File: config.mk
export PLATFORM = sky130hd
export DESIGN_NAME = subframe_access_ctrl
export DESIGN_NICKNAME = d
export VERILOG_FILES = /design/src/rtl/sfac_pkg.sv /design/src/rtl/sfac_quota_ctr.sv /design/src/rtl/sfac_hdr_rewrite.sv /design/src/rtl/sfac_phase_fsm.sv /design/src/rtl/subframe_access_ctrl.sv
export SDC_FILE = /design/constraint.sdc
export NUM_CORES = 1
export LEC_CHECK = 0
export ABC_AREA = 1
export ABC_CLOCK_PERIOD_IN_PS = 3480
export BUFFER_PORTS_ARGS = -buffer_cell sky130_fd_sc_hd__buf_2
export CAP_MARGIN = 20
export CORE_ASPECT_RATIO = 1.1
export CORE_UTILIZATION = 54
export DETAILED_ROUTE_END_ITERATION = 10
export GPL_TIMING_DRIVEN = 0
export PLACE_DENSITY = 0.8
export SLEW_MARGIN = 20
export SYNTH_ARGS = -nofsm -noshare
export SYNTH_HDL_FRONTEND = slang
export SYNTH_SLANG_ARGS = --single-unit
File: constraint.sdc
create_clock -name clk -period 3.48 [get_ports clk]
set_input_delay 0.174 -clock clk [delete_from_list [all_inputs] [get_ports clk]]
set_output_delay 0.174 -clock clk [all_outputs]
set_load 0.02 [all_outputs]
File: src/rtl/sfac_pkg.sv
package sfac_pkg;

    typedef enum logic [2:0] {
        PH_IDLE        = 3'd0,
        PH_SYNC_CLAIM  = 3'd1,
        PH_SYNC_WAIT   = 3'd2,
        PH_ASYNC_CLAIM = 3'd3,
        PH_ASYNC_WAIT  = 3'd4
    } phase_e;

    localparam logic CLASS_SYNC  = 1'b0;
    localparam logic CLASS_ASYNC = 1'b1;

endpackage

File: src/rtl/sfac_quota_ctr.sv
module sfac_quota_ctr #(
    parameter int QW = 4
) (
    input  logic          clk,
    input  logic          rst_n,
    input  logic          load,
    input  logic [QW-1:0] load_val,
    input  logic          dec,
    output logic [QW-1:0] count,
    output logic          nonzero
);

    always_ff @(posedge clk) begin
        if (!rst_n) begin
            count <= '0;
        end else if (load) begin
            count <= load_val - QW'(dec);
        end else if (dec) begin
            count <= count - QW'(1);
        end
    end

    assign nonzero = (count != '0);

    // a grant is never charged against an exhausted allowance
    p_quota_no_underflow_r4: assert property (@(posedge clk) disable iff (!rst_n)
        dec |-> (load ? (load_val != '0) : (count != '0)));

endmodule

File: src/rtl/sfac_hdr_rewrite.sv
module sfac_hdr_rewrite #(
    parameter int AW = 6
) (
    input  logic          in_busy,
    input  logic          in_dtype,
    input  logic [AW-1:0] in_addr,
    input  logic [AW-1:0] my_addr,
    input  logic          claim,
    input  logic          claim_dtype,
    input  logic          send,
    output logic          new_busy,
    output logic          new_dtype,
    output logic [AW-1:0] new_addr
);

    always_comb begin
        new_busy  = in_busy | send;
        new_dtype = claim ? claim_dtype : in_dtype;
        new_addr  = claim ? my_addr : in_addr;
    end

endmodule

File: src/rtl/sfac_phase_fsm.sv
module sfac_phase_fsm
    import sfac_pkg::*;
#(
    parameter int AW = 6
) (
    input  logic          clk,
    input  logic          rst_n,
    input  logic          frame_start,
    input  logic          slot_vld,
    input  logic          hdr_busy,
    input  logic          hdr_dtype,
    input  logic [AW-1:0] hdr_addr,
    input  logic [AW-1:0] my_addr,
    input  logic          sync_pend,
    input  logic          async_pend,
    input  logic          qs_nz,
    input  logic          qa_nz,
    input  logic          sync_cnt_nz,
    input  logic          async_cnt_nz,
    output logic          claim,
    output logic          claim_dtype,
    output logic          send,
    output logic          send_async,
    output logic          sync_load,
    output logic          sync_dec,
    output logic          async_load,
    output logic          async_dec
);

    phase_e st, nxt, entry, act;
    logic   own_hit, sync_ok, async_ok, first_frame, cyc_reset;

    always_ff @(posedge clk) begin
        if (!rst_n) st <= PH_IDLE;
        else        st <= nxt;
    end

    // behaviour of this cycle: the phase after any slot-triggered change
    always_comb begin
        first_frame = frame_start && (st == PH_IDLE);
        entry       = frame_start ? PH_SYNC_CLAIM : st;
        own_hit     = (hdr_addr == my_addr);
        sync_ok     = sync_pend && (frame_start ? qs_nz : sync_cnt_nz);
        async_ok    = async_pend && (first_frame ? qa_nz : async_cnt_nz);
        act         = entry;
        cyc_reset   = 1'b0;
        if (slot_vld) begin
            if (act == PH_SYNC_CLAIM && !sync_ok)                act = PH_SYNC_WAIT;
            if (act == PH_SYNC_WAIT && own_hit && !hdr_dtype)    act = PH_ASYNC_CLAIM;
            if (act == PH_ASYNC_CLAIM && !async_ok)              act = PH_ASYNC_WAIT;
            if (act == PH_ASYNC_WAIT && own_hit && hdr_dtype)    cyc_reset = 1'b1;
        end
        nxt = cyc_reset ? PH_ASYNC_CLAIM : act;
    end

    always_comb begin
        claim       = 1'b0;
        claim_dtype = CLASS_SYNC;
        send        = 1'b0;
        send_async  = 1'b0;
        sync_dec    = 1'b0;
        async_dec   = 1'b0;
        sync_load   = frame_start;
        async_load  = first_frame || cyc_reset;
        if (slot_vld && !cyc_reset) begin
            unique case (act)
                PH_IDLE: begin
                end
                PH_SYNC_CLAIM: begin
                    claim       = 1'b1;
                    claim_dtype = CLASS_SYNC;
                    if (!hdr_busy) begin
                        send     = 1'b1;
                        sync_dec = 1'b1;
                    end
                end
                PH_SYNC_WAIT, PH_ASYNC_WAIT: begin
                    if (!hdr_busy && async_ok) begin
                        send       = 1'b1;
                        send_async = 1'b1;
                        async_dec  = 1'b1;
                    end
                end
                PH_ASYNC_CLAIM: begin
                    claim       = 1'b1;
                    claim_dtype = CLASS_ASYNC;
                    if (!hdr_busy) begin
                        send       = 1'b1;
                        send_async = 1'b1;
                        async_dec  = 1'b1;
                    end
                end
                default: begin
                end
            endcase
        end
    end

    // grants only go to empty, present slots
    p_send_empty_only_r11: assert property (@(posedge clk) disable iff (!rst_n)
        send |-> (slot_vld && !hdr_busy));

    // a bare frame-start pulse lands the phase register in the synchronous phase
    p_frame_reenter_r10: assert property (@(posedge clk) disable iff (!rst_n)
        (frame_start && !slot_vld) |=> (st == PH_SYNC_CLAIM));

    // a grant is charged to exactly one allowance
    p_one_class_r6: assert property (@(posedge clk) disable iff (!rst_n)
        $onehot0({sync_dec, async_dec}));

    // before the first frame the node never touches a slot
    p_idle_silent_r1: assert property (@(posedge clk) disable iff (!rst_n)
        (st == PH_IDLE && !frame_start) |-> (!claim && !send));

endmodule

File: src/rtl/subframe_access_ctrl.sv
module subframe_access_ctrl
    import sfac_pkg::*;
#(
    parameter int AW = 6,
    parameter int QW = 4
) (
    input  logic          clk,
    input  logic          rst_n,
    input  logic [AW-1:0] my_addr,
    input  logic [QW-1:0] quota_sync,
    input  logic [QW-1:0] quota_async,
    input  logic          frame_start,
    input  logic          slot_vld,
    input  logic          hdr_busy,
    input  logic          hdr_dtype,
    input  logic [AW-1:0] hdr_addr,
    input  logic          sync_pend,
    input  logic          async_pend,
    output logic          out_vld,
    output logic          out_busy,
    output logic          out_dtype,
    output logic [AW-1:0] out_addr,
    output logic          tx_grant,
    output logic          tx_async
);

    logic          claim, claim_dtype, send, send_async;
    logic          sync_load, sync_dec, async_load, async_dec;
    logic [QW-1:0] sync_cnt, async_cnt;
    logic          sync_cnt_nz, async_cnt_nz;
    logic          nb, nd;
    logic [AW-1:0] na;

    sfac_phase_fsm #(.AW(AW)) u_fsm (
        .clk          (clk),
        .rst_n        (rst_n),
        .frame_start  (frame_start),
        .slot_vld     (slot_vld),
        .hdr_busy     (hdr_busy),
        .hdr_dtype    (hdr_dtype),
        .hdr_addr     (hdr_addr),
        .my_addr      (my_addr),
        .sync_pend    (sync_pend),
        .async_pend   (async_pend),
        .qs_nz        (quota_sync != '0),
        .qa_nz        (quota_async != '0),
        .sync_cnt_nz  (sync_cnt_nz),
        .async_cnt_nz (async_cnt_nz),
        .claim        (claim),
        .claim_dtype  (claim_dtype),
        .send         (send),
        .send_async   (send_async),
        .sync_load    (sync_load),
        .sync_dec     (sync_dec),
        .async_load   (async_load),
        .async_dec    (async_dec)
    );

    sfac_quota_ctr #(.QW(QW)) u_sync_quota (
        .clk      (clk),
        .rst_n    (rst_n),
        .load     (sync_load),
        .load_val (quota_sync),
        .dec      (sync_dec),
        .count    (sync_cnt),
        .nonzero  (sync_cnt_nz)
    );

    sfac_quota_ctr #(.QW(QW)) u_async_quota (
        .clk      (clk),
        .rst_n    (rst_n),
        .load     (async_load),
        .load_val (quota_async),
        .dec      (async_dec),
        .count    (async_cnt),
        .nonzero  (async_cnt_nz)
    );

    sfac_hdr_rewrite #(.AW(AW)) u_rewrite (
        .in_busy     (hdr_busy),
        .in_dtype    (hdr_dtype),
        .in_addr     (hdr_addr),
        .my_addr     (my_addr),
        .claim       (claim),
        .claim_dtype (claim_dtype),
        .send        (send),
        .new_busy    (nb),
        .new_dtype   (nd),
        .new_addr    (na)
    );

    always_ff @(posedge clk) begin
        if (!rst_n) begin
            out_vld   <= 1'b0;
            out_busy  <= 1'b0;
            out_dtype <= 1'b0;
            out_addr  <= '0;
            tx_grant  <= 1'b0;
            tx_async  <= 1'b0;
        end else begin
            out_vld   <= slot_vld;
            out_busy  <= slot_vld & nb;
            out_dtype <= slot_vld & nd;
            out_addr  <= slot_vld ? na : '0;
            tx_grant  <= send;
            tx_async  <= send & send_async;
        end
    end

    // one-clock slot latency
    p_slot_latency_r2: assert property (@(posedge clk) disable iff (!rst_n)
        slot_vld |=> out_vld);

    // a granted slot leaves marked full
    p_grant_marks_busy_r3: assert property (@(posedge clk) disable iff (!rst_n)
        tx_grant |-> (out_vld && out_busy));

    // an occupied slot is never granted and stays occupied
    p_busy_kept_r11: assert property (@(posedge clk) disable iff (!rst_n)
        (slot_vld && hdr_busy) |=> (out_busy && !tx_grant));

    // a synchronous grant always carries this node's class-0 stamp
    p_sync_grant_stamped_r3: assert property (@(posedge clk) disable iff (!rst_n)
        (tx_grant && !tx_async) |-> (out_addr == my_addr && out_dtype == CLASS_SYNC));

endmodule

==> run summary, run 1 <==
The critical path is of the register to register type. The cell count of the worst reg-to-reg path is 23. The port buffer count is 37. In this run the worst path has a maximum fanout of 5. The run finished with clean final reports. Entering global routing, the biggest net connects 14 pins. The via count of the first global-routing pass came out at 1,476. The count of buffers added by post-CTS timing repair for setup is 0. The final layout contains 329 nets.

The starting density of the core came out at 0.582. The congestion estimate from routability-driven global placement came to 0.801. The global-route congestion overflow total came out at 0. The number of rows in the core area is 20. The overall routing resource usage is 0.237. The final number of max-transition violations is 0. The clock tree root driver cell is clkbuf_4. The compound-cell area share of the yosys netlist came out at 0.100. The number of fillers in the final layout came out at 271. For the final routed database, the setup TNS stands at 0 ns. The hold-fix buffer count after cts is 0.

STA puts the critical path data required time at 3.73 ns. The synthesis-to-finish area growth is 16.8%. The via count is 1,590.

Leaving out fill and tap cells, the most frequent cells in the layout are 53 x nand2_1, 43 x inv_1, 38 x buf_2. Of the total synthesized cell area, the portion taken by AND, OR, NAND and NOR gates is 0.425. The launching point of the worst reg2reg path is u_sync_quota.count[0]$_SDFFE_PN0P_.

After synthesis, the largest family of logic cells by area is simple AND/OR/NAND/NOR gates. Measured against its own limit, the worst slew margin works out to 0.706. Power spread over the standard cell area amounts to 374 nW/µm².

The layout cell share with drive strength beyond 1 is 0.272. The synthesis-stage register bit count came out at 22. The endpoint type of the worst setup path is a register. The clock edge transition at the registers on the reported setup and hold paths came out at 0.14 ns. TritonCTS built the clock tree. The leakage power came out at 1.11 nW. The max-cap violation count is 0. The total half-perimeter wirelength after legalization and detailed placement is 2600 µm.

Setup repair after global routing left no endpoint under its margin. The post-synthesis share of cell area spent on full adders, half adders and majority gates is 0.0452. The violation count after the first detailed-routing iteration is 23.

The met2 routing resource usage after global routing is 0.444. Dividing the detail-routed wire length by the instance count gives 10.2 µm. The remaining antenna violation count came out at 0. The H-tree depth came out at 1. The Yosys warning count is 0. The synthesized-area fraction occupied by xor and xnor cells is 0.0316. The destination of the critical timing path is u_sync_quota.count[2]$_SDFFE_PN0P_. The clock period could shrink to 2.71 ns. In this run the horizontal extent of the chip is 54.9 µm. The pre-CTS setup slack is 0.784 ns.

The most common cell after layout, fill and taps aside is nand2_1. The worst setup margin is 0.767 ns. The detailed-router iteration count before antenna repair is 4.

The count of different cell masters after synthesis is 26. The maximum operating frequency is 369 MHz. The post-synthesis average cell area is 6.57 µm². Setup violations remaining at the end of the flow were counted as 0. Gates resized during post-CTS repair numbered 0. The first global-routing pass estimated 5780 µm of wire.

Total power for the finished layout comes to 0.000727 W. The internal reg-to-reg setup slack is 0.77 ns. The fraction of met3 tracks used by global routing came out at 0.0229. The synthesized cell area came out at 1660 µm². The floorplan step set the die height to 60.2 µm. The busiest layer in global routing is met2. The source-to-sink clock delay at the later pin of the worst-skew pair came out at 0.33 ns. The endpoint of the worst-slack reg-to-reg timing path is u_sync_quota.count[2]$_SDFFE_PN0P_.

After floorplanning, the core was sized to cover 2850 µm². The initial antenna violation count is 0. 0 antenna diodes ended up in the layout.

The via-per-instance ratio is 4.86. The worst ir drop on vdd came out at 0.000303 V. The worst setup skew after layout is 0.00837 ns. The kind of start point of the critical path is a register.

The detailed-route wire length came out at 3350 µm. Dividing the final minimum period by the clock period gives 0.779. The met1 track utilization from global routing came out at 0.263. The part of the Yosys area used for sequential elements is 0.265. The clock sink total came out at 22. The boundary pin count is 39.

The most critical setup path has its startpoint at u_sync_quota.count[0]$_SDFFE_PN0P_. The TritonCTS buffer count came out at 3. The portion of synthesized area spent on multiplexers is 0.00602. The final hold slack came out at 0.0911 ns. Synthesis produced 253 cells. The number of remaining DRC errors is 0. The floorplan step defined a die boundary enclosing 3300 µm². Data on the critical path arrives at its endpoint at 2.97 ns.

The class of the tightest hold or removal check is input pin to register. Counting along the longest clock path gives a buffer depth of 2. The number of nets in the synthesized netlist is 287. The total count of hold-check failures in the final report came out at 0. The transition at the pin with the smallest max-transition slack is 0.439 ns.
-- per-stage QoR --
stage,utilization,cells,area (µm²)
after global placement,0.662,323,1890
final,0.680,327,1940
after CTS,0.680,327,1940
after global routing,0.680,327,1940
after floorplan,-,253,1660
after detailed placement,0.662,323,1890
-- worst min path at each step --
stage / from / to / depth (start not counted)
after floorplan: hdr_addr[0] / out_addr[0]$_SDFF_PN0_ / 2
after global placement: my_addr[5] / out_addr[5]$_SDFF_PN0_ / 3
after detailed placement: my_addr[2] / out_addr[2]$_SDFF_PN0_ / 3
after CTS: hdr_addr[0] / out_addr[0]$_SDFF_PN0_ / 3
after global routing: hdr_addr[1] / out_addr[1]$_SDFF_PN0_ / 3
final: hdr_addr[0] / out_addr[0]$_SDFF_PN0_ / 3
-- critical path, cell delays in order (launching register included) --
cell	delay, ns
dfxtp_1	0.36
inv_1	0.09
ha_1	0.23
inv_1	0.06
nor2_1	0.04
nand2_1	0.06
nand3_1	0.08
nand2_2	0.12
nand2_4	0.08
inv_2	0.10
nand3_1	0.09
nand2_2	0.11
nand2_2	0.06
nand2_4	0.11
nor2_8	0.06
nand3_4	0.09
inv_1	0.05
ha_1	0.20
ha_1	0.20
xor2_1	0.14
a21oi_1	0.14
nand2_1	0.07
nand2_1	0.05
nor2_1	0.03
-- where the power goes --
group / internal (W) / leakage [nW] / switching, W / total (W)
registers: 0.000272 / 0.181 / 0.0000141 / 0.000286
logic: 0.0000909 / 0.905 / 0.000141 / 0.000232
clock network: 0.000117 / 0.0279 / 0.0000917 / 0.000208
total: 0.000480 / 1.11 / 0.000247 / 0.000727
-- kinds of logic (layout without fill, tap and decap cells) --
logic type	after synthesis	after routing
mux	1	1
simple gates	135	135
buf+inv	52	93
xor+xnor	6	6
fa+ha+maj	6	6
compound gates	31	31
flops	22	22
-- routing by layer --
layer / vias up / routed length (µm)
met5: - / 0
met4: 0 / 58
met3: 5 / 110
met2: 36 / 1630
met1: 689 / 1550
li1: 860 / -
-- flip-flops by register name (all words and copies together), names as in the netlist --
name                 cells
tx_async                 1
u_fsm.st                 3
u_async_quota.count      4
out_dtype                1
out_busy                 1
u_sync_quota.count       4
out_vld                  1
tx_grant                 1
out_addr                 6
-- synthesized netlist by cell type (all sizes together) --
library cell	count	area share
buf	3	0.017
ha	6	0.045
nand3	21	0.095
inv	49	0.11
nor3	2	0.0090
xor2	4	0.021
nor2	44	0.13
mux2i	1	0.0060
a21oi	17	0.051
o21ai	13	0.044
dfxtp	22	0.27
nand2	67	0.19
o32ai	1	0.0053
nor4	1	0.0038
xnor2	2	0.011
-- final cells by class --
cell class,instances,area (µm²),area share
well taps,33,41.3,0.0213
flip-flops and latches,22,440,0.227
multi-input cells,179,1010,0.520
plain buffers,3,27.5,0.0142
clock inverters,1,30.0,0.0155
inverters,49,184,0.0948
clock buffers,3,22.5,0.0116
repair buffers,37,185,0.0954
(Power assumes the default switching activity.)
==> inputs of run 2 (changes only) <==
--- a/config.mk
+++ b/config.mk
@@ -5,15 +5,15 @@
 export SDC_FILE = /design/constraint.sdc
 export NUM_CORES = 1
 export LEC_CHECK = 0
-export ABC_AREA = 1
-export ABC_CLOCK_PERIOD_IN_PS = 3480
+export ABC_AREA = 0
+export ABC_CLOCK_PERIOD_IN_PS = 2400
 export BUFFER_PORTS_ARGS = -buffer_cell sky130_fd_sc_hd__buf_2
 export CAP_MARGIN = 20
 export CORE_ASPECT_RATIO = 1.1
-export CORE_UTILIZATION = 54
+export CORE_UTILIZATION = 47
 export DETAILED_ROUTE_END_ITERATION = 10
 export GPL_TIMING_DRIVEN = 0
-export PLACE_DENSITY = 0.8
+export PLACE_DENSITY = 0.75
 export SLEW_MARGIN = 20
 export SYNTH_ARGS = -nofsm -noshare
 export SYNTH_HDL_FRONTEND = slang
==> constraint.sdc (replaced) <==
create_clock -name clk -period 2.4 [get_ports clk]
set_input_delay 0.12 -clock clk [delete_from_list [all_inputs] [get_ports clk]]
set_output_delay 0.12 -clock clk [all_outputs]
set_load 0.02 [all_outputs]
==> run summary, run 2 <==
In the post-synthesis netlist, the biggest area contributors are dfxtp_1 30%, xnor2_1 7.3%, mux2i_1 5.5%. The synthesized-area fraction occupied by xor and xnor cells came out at 0.0847. The total die area is 3310 µm². The synthesis-to-finish area growth is 48.6%. The overall routing resource usage is 0.261. The wire length per cell is 15.3 µm.

The placer's final routability congestion estimate is 0.795. The initial utilization of the core area, before any placement, comes to 0.507. The global-route congestion overflow total is 0.

The first TritonRoute pass finished after 4 iterations. After detailed routing, no signal wire sits above met4. In this run the remaining antenna-violating nets after routing total 0. The compound-cell area share of the yosys netlist came to 0.196.

The maximum root-to-sink buffer count is 2. The transition at the pin with the smallest max-transition slack is 0.461 ns. Clock tree synthesis selected as its root buffer the cell clkbuf_4.

The total count of hold-check failures in the final report came out at 0. The synthesized cell area came out at 1450 µm². The port buffer count came out at 36. The boundary pin count came out at 39.

The met2 routed wirelength is 2170 µm. More flip-flops sit in one register than any other, and that register is out_addr. The largest registers in the layout are out_addr x6, u_async_quota.count x4, u_sync_quota.count x4.

The area of the core came out at 2850 µm². The TritonCTS buffer count came out at 3. The worst setup skew after layout is 0.00385 ns. The clock sink total is 22. Setup repair after global routing could not meet its margin everywhere. Entering global routing, the biggest net connects 13 pins. The worst hold path belongs to the class input pin to register. The worst setup margin came out at -0.161 ns. Grouping stages by cell kind, the critical path spends the most delay in compound AO/OA/AOI/OAI gates.

After clock tree synthesis, the clock-pin slew on the worst setup and hold paths is 0.13 ns. The required time reported for the critical path endpoint is 2.66 ns. The tool flagged a number of max-cap violations equal to 0. In this run, post-CTS hold repair placed 0 buffers.

The endpoint type of the worst setup path is a register. The via count is 1,539. Synthesis inferred 22 register bits. The commonest cells after synthesis are 22 x dfxtp_1, 18 x inv_1, 17 x nand2_1. The total half-perimeter wirelength after legalization and detailed placement is 2620 µm. STA puts the critical path data arrival time at 2.82 ns.

The source-to-sink clock delay at the later pin of the worst-skew pair came out at 0.31 ns. The total instance count after detailed placement came out at 239. The post-layout instance count excluding filler cells came out at 268. The first global-routing pass estimated 6240 µm of wire.

Setup violations remaining at the end of the flow were counted as 6. The checks that failed: negative setup slack. The worst max-slew margin expressed relative to the limit is 0.692. For this block, the routed nets add up to 4090 µm of wire. The maximum operating frequency is 390 MHz. The post-synthesis average cell area came out at 8.52 µm². The number of rows in the core area is 20.

The library cells used most frequently in the layout, excluding fill and tap cells, are 37 x buf_2, 25 x buf_4, 15 x dfxtp_1. The worst-path maximum fanout is 4. Walking the worst path, the cells encountered are nor4b_4 > mux2i_2 > nand2_2 > a2111oi_4 > mux2i_4 > inv_2 > ha_4 > buf_4 > nand2_2 > xnor2_1 > o21ai_1 > a31oi_1. The worst ir drop on vdd came out at 0.000315 V. Leaving out fill and tap cells, the most frequent cell in the layout is buf_2. The analysis attributes to cell leakage a power of 0.982 nW. The width of the chip came out at 54.9 µm. The cell with the biggest individual delay on the critical path is a2111oi_4.

The violation count after the first detailed-routing iteration is 47. The multiplexer area fraction after synthesis is 0.0804. The power density over the cells is 462 nW/µm². The post-synth net total is 204. The critical path is of the register to register type.

On the worst path, the slowest cell contributes a delay of 0.42 ns. Detailed routing placed a total of 217 µm of wire on met3. The synthesized netlist cell count is 170. The kind of start point of the critical path is a register. After synthesis, the largest family of logic cells by area is simple AND/OR/NAND/NOR gates. The area share of the largest cell type after synthesis is 0.304. The Yosys warning count came out at 0. The final antenna diode count came out at 0. The top flip-flop cell by instance count after synthesis is dfxtp_1. The initial antenna violation count is 0. The final hold slack is 0.0157 ns. The routed metal-1 wirelength is 1610 µm. The count of different cell masters after synthesis is 51. The number of enable-type register cells in the synthesized netlist is 0. The most common cell in the synthesized netlist is dfxtp_1.

For the finished layout, the period the worst path requires is 2.56 ns. The synthesized-area fraction occupied by and/or/nand/nor cells came out at 0.222. In the synthesized netlist the async set-or-reset flop fraction comes to 0. TritonCTS built the clock tree. The register with the most flip-flops in the layout has 6 of them.

The synthesized design spends more area on one cell type than any other, namely dfxtp_1. At the end of the flow, the number of nets in the layout was 270. The via count of the first global-routing pass was 1,485. The layout cell share with drive strength beyond 1 is 0.477. Among the stages of the critical path, the cell type that occurs most often is nand2_2. The vertical extent of the die is 60.2 µm. Counting both buffers and inverters, the worst setup path holds a total of 2.

The post-synthesis share of cell area spent on full adders, half adders and majority gates came out at 0.0519. For this run, the register share of the synthesized area comes to 0.304. In the routed design, unresolved DRC markers number 0.

The via-per-instance ratio came out at 5.74. Dividing the final minimum period by the clock period gives 1.07. The run finished, with violations left. The final number of max-transition violations came out at 0. The H-tree depth is 1.
run 2: report_power, final:
part / switching [W] / internal [W]
Sequential: 0.0000199 / 0.000390
Combinational: 0.000187 / 0.000181
Clock: 0.000124 / 0.0000927
run 2: timing repair:
action | in CTS | in global routing
setup endpoints to repair | 7 | 8
buffers inserted | 16 | 10
gates resized for setup | 27 | 14
pin swaps | 9 | 12
run 2: metal layers:
metal,vias to the layer above,global-route usage
li1,729,-
met1,736,0.266
met2,63,0.484
met3,11,0.0483
met4,0,0.136
met5,-,0
run 2: final timing paths:
path / from / to / slack (ns) / depth (start not counted)
worst min register to register: u_async_quota.count[3]$_SDFFE_PN0P_ / u_async_quota.count[3]$_SDFFE_PN0P_ / 0.56 / 2
worst max register to register: u_fsm.st[1]$_SDFF_PN0_ / u_async_quota.count[3]$_SDFFE_PN0P_ / -0.16 / 12
worst min-delay path: hdr_busy / out_busy$_SDFF_PN0_ / 0.02 / 2
worst max-delay path: u_fsm.st[1]$_SDFF_PN0_ / u_async_quota.count[3]$_SDFFE_PN0P_ / -0.16 / 12
run 2: area by class of cell:
type | instances | area, µm²
Multi-Input combinational cell | 125 | 1160
Sequential cell | 22 | 454
Fill cell | 203 | 702
Clock buffer | 4 | 36.3
Timing Repair Buffer | 61 | 368
Buffer | 4 | 16.3
Inverter | 19 | 71.3
Tap cell | 33 | 41.3
run 2: logic make-up (layout without fill, tap and decap cells):
logic type / Yosys count / in the layout
AOI/OAI and AO/OA: 37 / 37
xor gates and xnor gates: 14 / 14
adders and majority gates: 6 / 6
buffers and inverters: 23 / 88
DFF: 22 / 22
muxes: 11 / 11
and+or+nand+nor: 57 / 57
run 2: worst reg2reg max path, stage by stage, from the launching register on:
cell and delay [ns]:
dfxtp_4 0.39, nor4b_4 0.34, mux2i_2 0.33, nand2_2 0.15
a2111oi_4 0.42, mux2i_4 0.13, inv_2 0.08, ha_4 0.14
buf_4 0.11, nand2_2 0.05, xnor2_1 0.15, o21ai_1 0.08
a31oi_1 0.15
run 2: stage by stage:
stage               setup slack [ns]   util  TNS, ns  total power [W]  cell area [µm²]
floorplan                     -0.103      -   -0.208         0.000587             1520
global placement              -0.357  0.609    -1.27         0.000650             1740
finish                        -0.161  0.754   -0.556         0.000994             2150
detailed placement            -0.419  0.609    -1.75         0.000662             1740
global route                  -0.295  0.754    -1.37          0.00104             2150
CTS                           -0.232  0.713   -0.574         0.000948             2030
==> inputs of run 3 (changes only) <==
--- a/config.mk
+++ b/config.mk
@@ -10,6 +10,7 @@
 export BUFFER_PORTS_ARGS = -buffer_cell sky130_fd_sc_hd__buf_2
 export CAP_MARGIN = 20
 export CORE_ASPECT_RATIO = 1.1
+export CORE_MARGIN = 3
 export CORE_UTILIZATION = 47
 export DETAILED_ROUTE_END_ITERATION = 10
 export GPL_TIMING_DRIVEN = 0
==> run summary, run 3 (synthesis gave the netlist of run 2 again) <==
The flow ran to the end, but the final reports show violations. The final reports fail on negative setup slack. CTS built an H-tree with a depth of 1. Leaving out fill and tap cells, the most frequent cells in the layout are 37 x buf_2, 20 x buf_4, 15 x dfxtp_1. The total instance count after detailed placement is 239. The placed instances occupy a cell area of 1740 µm². The final number of max-transition violations is 0. The violation count after the first detailed-routing iteration is 59. The setup path with the least slack is of type register to register. The net count reported at finish is 267. The initial antenna violation count came out at 0. The maximum operating frequency came out at 388 MHz. Wires add up to 4280 µm. The port buffer count came out at 36. After routing the design area is 2150 µm². The final core area utilization came out at 0.754. The TritonCTS buffer count came out at 3. The boundary pin count came out at 39. The max-cap violation count came out at 0. The worst setup skew after layout is 0.00474 ns.

The final critical-path required period came out at 2.58 ns. Using the TritonRoute via totals, the vias-per-cell ratio works out to 5.73. The final route contains 1,513 vias. The power density over the cells is 444 nW/µm².

The width of the chip came out at 58.9 µm. The largest registers in the layout are out_addr x6, u_async_quota.count x4, u_sync_quota.count x4. Entering global routing, the biggest net connects 12 pins. The clock sink total is 22. The worst-path maximum fanout came out at 6. The clock tree root driver cell is clkbuf_4.

The fraction of power consumed by combinational cells is 0.371. The first global-routing pass estimated 6470 µm of wire. The total half-perimeter wirelength after legalization and detailed placement is 2790 µm. Setup violations remaining at the end of the flow were counted as 5. The post-layout instance count excluding filler cells came out at 264. For this run, design rule violations remaining after detail routing come to 0. The leakage power came out at 0.981 nW. The share of total power dissipated in the clock network is 0.197. The source-to-sink clock delay at the later pin of the worst-skew pair is 0.33 ns. At the pin with the least slew margin, the transition time is 0.488 ns. Of the total power, the share spent switching nets is 0.352. The kind of start point of the critical path is a register. The part of the cycle the worst path needs is 1.07.

Counting flops per register, the top entry is out_addr. For this design the total switching power over the nets is 0.000337 W. The library cell used most frequently in the layout, excluding fill and tap cells, is buf_2. After clock tree synthesis, the clock-pin slew on the worst setup and hold paths is 0.13 ns.

The layout cell share with drive strength beyond 1 came out at 0.481. The worst max-slew margin expressed relative to the limit is 0.675. The worst hold path belongs to the class input pin to register.

The global-route congestion overflow total came out at 0. The synthesis-to-finish area growth came out at 48.7%. The worst setup margin is -0.179 ns.

The remaining antenna violation count came out at 0. The required time reported for the critical path endpoint is 2.67 ns. The worst ir drop on vdd is 0.000419 V. The part of the power in registers is 0.432. The number of rows in the core area is 20. The detailed-router iteration count before antenna repair came out at 4. The number of fillers in the final layout is 200. 0 antenna diodes ended up in the layout. The core region is 2850 µm². The number of flip-flops under the largest register name came out at 6.

The clock passes through at most 2 buffers. The data arrival time of the worst path came out at 2.85 ns. TritonCTS built the clock tree. For this configuration, the core starts out at a cell density of 0.507.

The vertical extent of the die is 64.2 µm. The congestion estimate from routability-driven global placement came to 0.841. The via count of the first global-routing pass came out at 1,491. The endpoint type of the worst setup path is a register. The wire length per cell is 16.2 µm. The die covers 3780 µm².

Setup repair after global routing could not meet its margin everywhere. The total count of hold-check failures in the final report came out at 0. The internal power consumption came out at 0.000620 W.

The overall routing resource usage came out at 0.223.
==> run 3: path summary, 6_finish.rpt <==
path / startpoint / end / slack (ns) / cells past startpoint
worst max-delay path: u_fsm.st[0]$_SDFF_PN0_ / u_async_quota.count[3]$_SDFFE_PN0P_ / -0.18 / 12
worst min-delay path: hdr_busy / out_busy$_SDFF_PN0_ / 0.02 / 2
worst max register to register: u_fsm.st[0]$_SDFF_PN0_ / u_async_quota.count[3]$_SDFFE_PN0P_ / -0.18 / 12
worst min register to register: u_async_quota.count[3]$_SDFFE_PN0P_ / u_async_quota.count[3]$_SDFFE_PN0P_ / 0.58 / 2
==> run 3: power by group through the flow <==
| stage | sequential (W) | combinational, W | clock [W] |
|---|---|---|---|
| floorplan | 0.000423 | 0.000163 | 0 |
| global placement | 0.000415 | 0.000235 | 0 |
| detailed placement | 0.000417 | 0.000245 | 0 |
| CTS | 0.000414 | 0.000297 | 0.000178 |
| global route | 0.000415 | 0.000380 | 0.000199 |
| finish | 0.000413 | 0.000355 | 0.000189 |
==> run 3: repair_timing <==
action                                 CTS  global route
buffers inserted                        11            12
pin swaps                               13            21
setup endpoints to repair                7            13
gates resized for setup                 30            17
hold buffers                             0             0
endpoints found under the hold margin    0             0
==> run 3: area by class of cell <==
| type | count | area [µm²] | share of cell area |
|---|---|---|---|
| plain buffers | 4 | 16.3 | 0.00756 |
| clock buffers | 3 | 22.5 | 0.0105 |
| inverters | 19 | 71.3 | 0.0331 |
| multi-input cells | 125 | 1190 | 0.555 |
| flip-flops and latches | 22 | 454 | 0.211 |
| well taps | 33 | 41.3 | 0.0192 |
| repair buffers | 58 | 353 | 0.164 |
==> run 3: worst max-delay path: stages (launching register included) <==
cell       delay [ns]
dfxtp_4          0.40
nor4b_4          0.34
mux2i_2          0.31
nand2_2          0.14
a2111oi_4        0.42
mux2i_4          0.13
inv_2            0.09
ha_4             0.15
buf_6            0.10
nand2_4          0.04
xnor2_2          0.17
o21ai_1          0.08
a31oi_1          0.15
==> run 3: routing by layer <==
layer | vias up | share of wire | track usage
met2 | 52 | 0.53 | 0.414
met3 | 12 | 0.045 | 0.0505
met1 | 726 | 0.40 | 0.233
met4 | 0 | 0.027 | 0.0907
li1 | 723 | - | -
met5 | - | 0 | 0
==> run 3: metrics by stage <==
stage               worst slack, ns  power [W]  hold slack [ns]  TNS [ns]
global placement             -0.357   0.000650            0.352     -1.22
finish                       -0.179   0.000956           0.0170    -0.627
global route                 -0.295   0.000995           0.0183     -1.34
CTS                          -0.233   0.000889           0.0399    -0.509
detailed placement           -0.414   0.000662            0.366     -1.49
floorplan                    -0.103   0.000587            0.244    -0.208
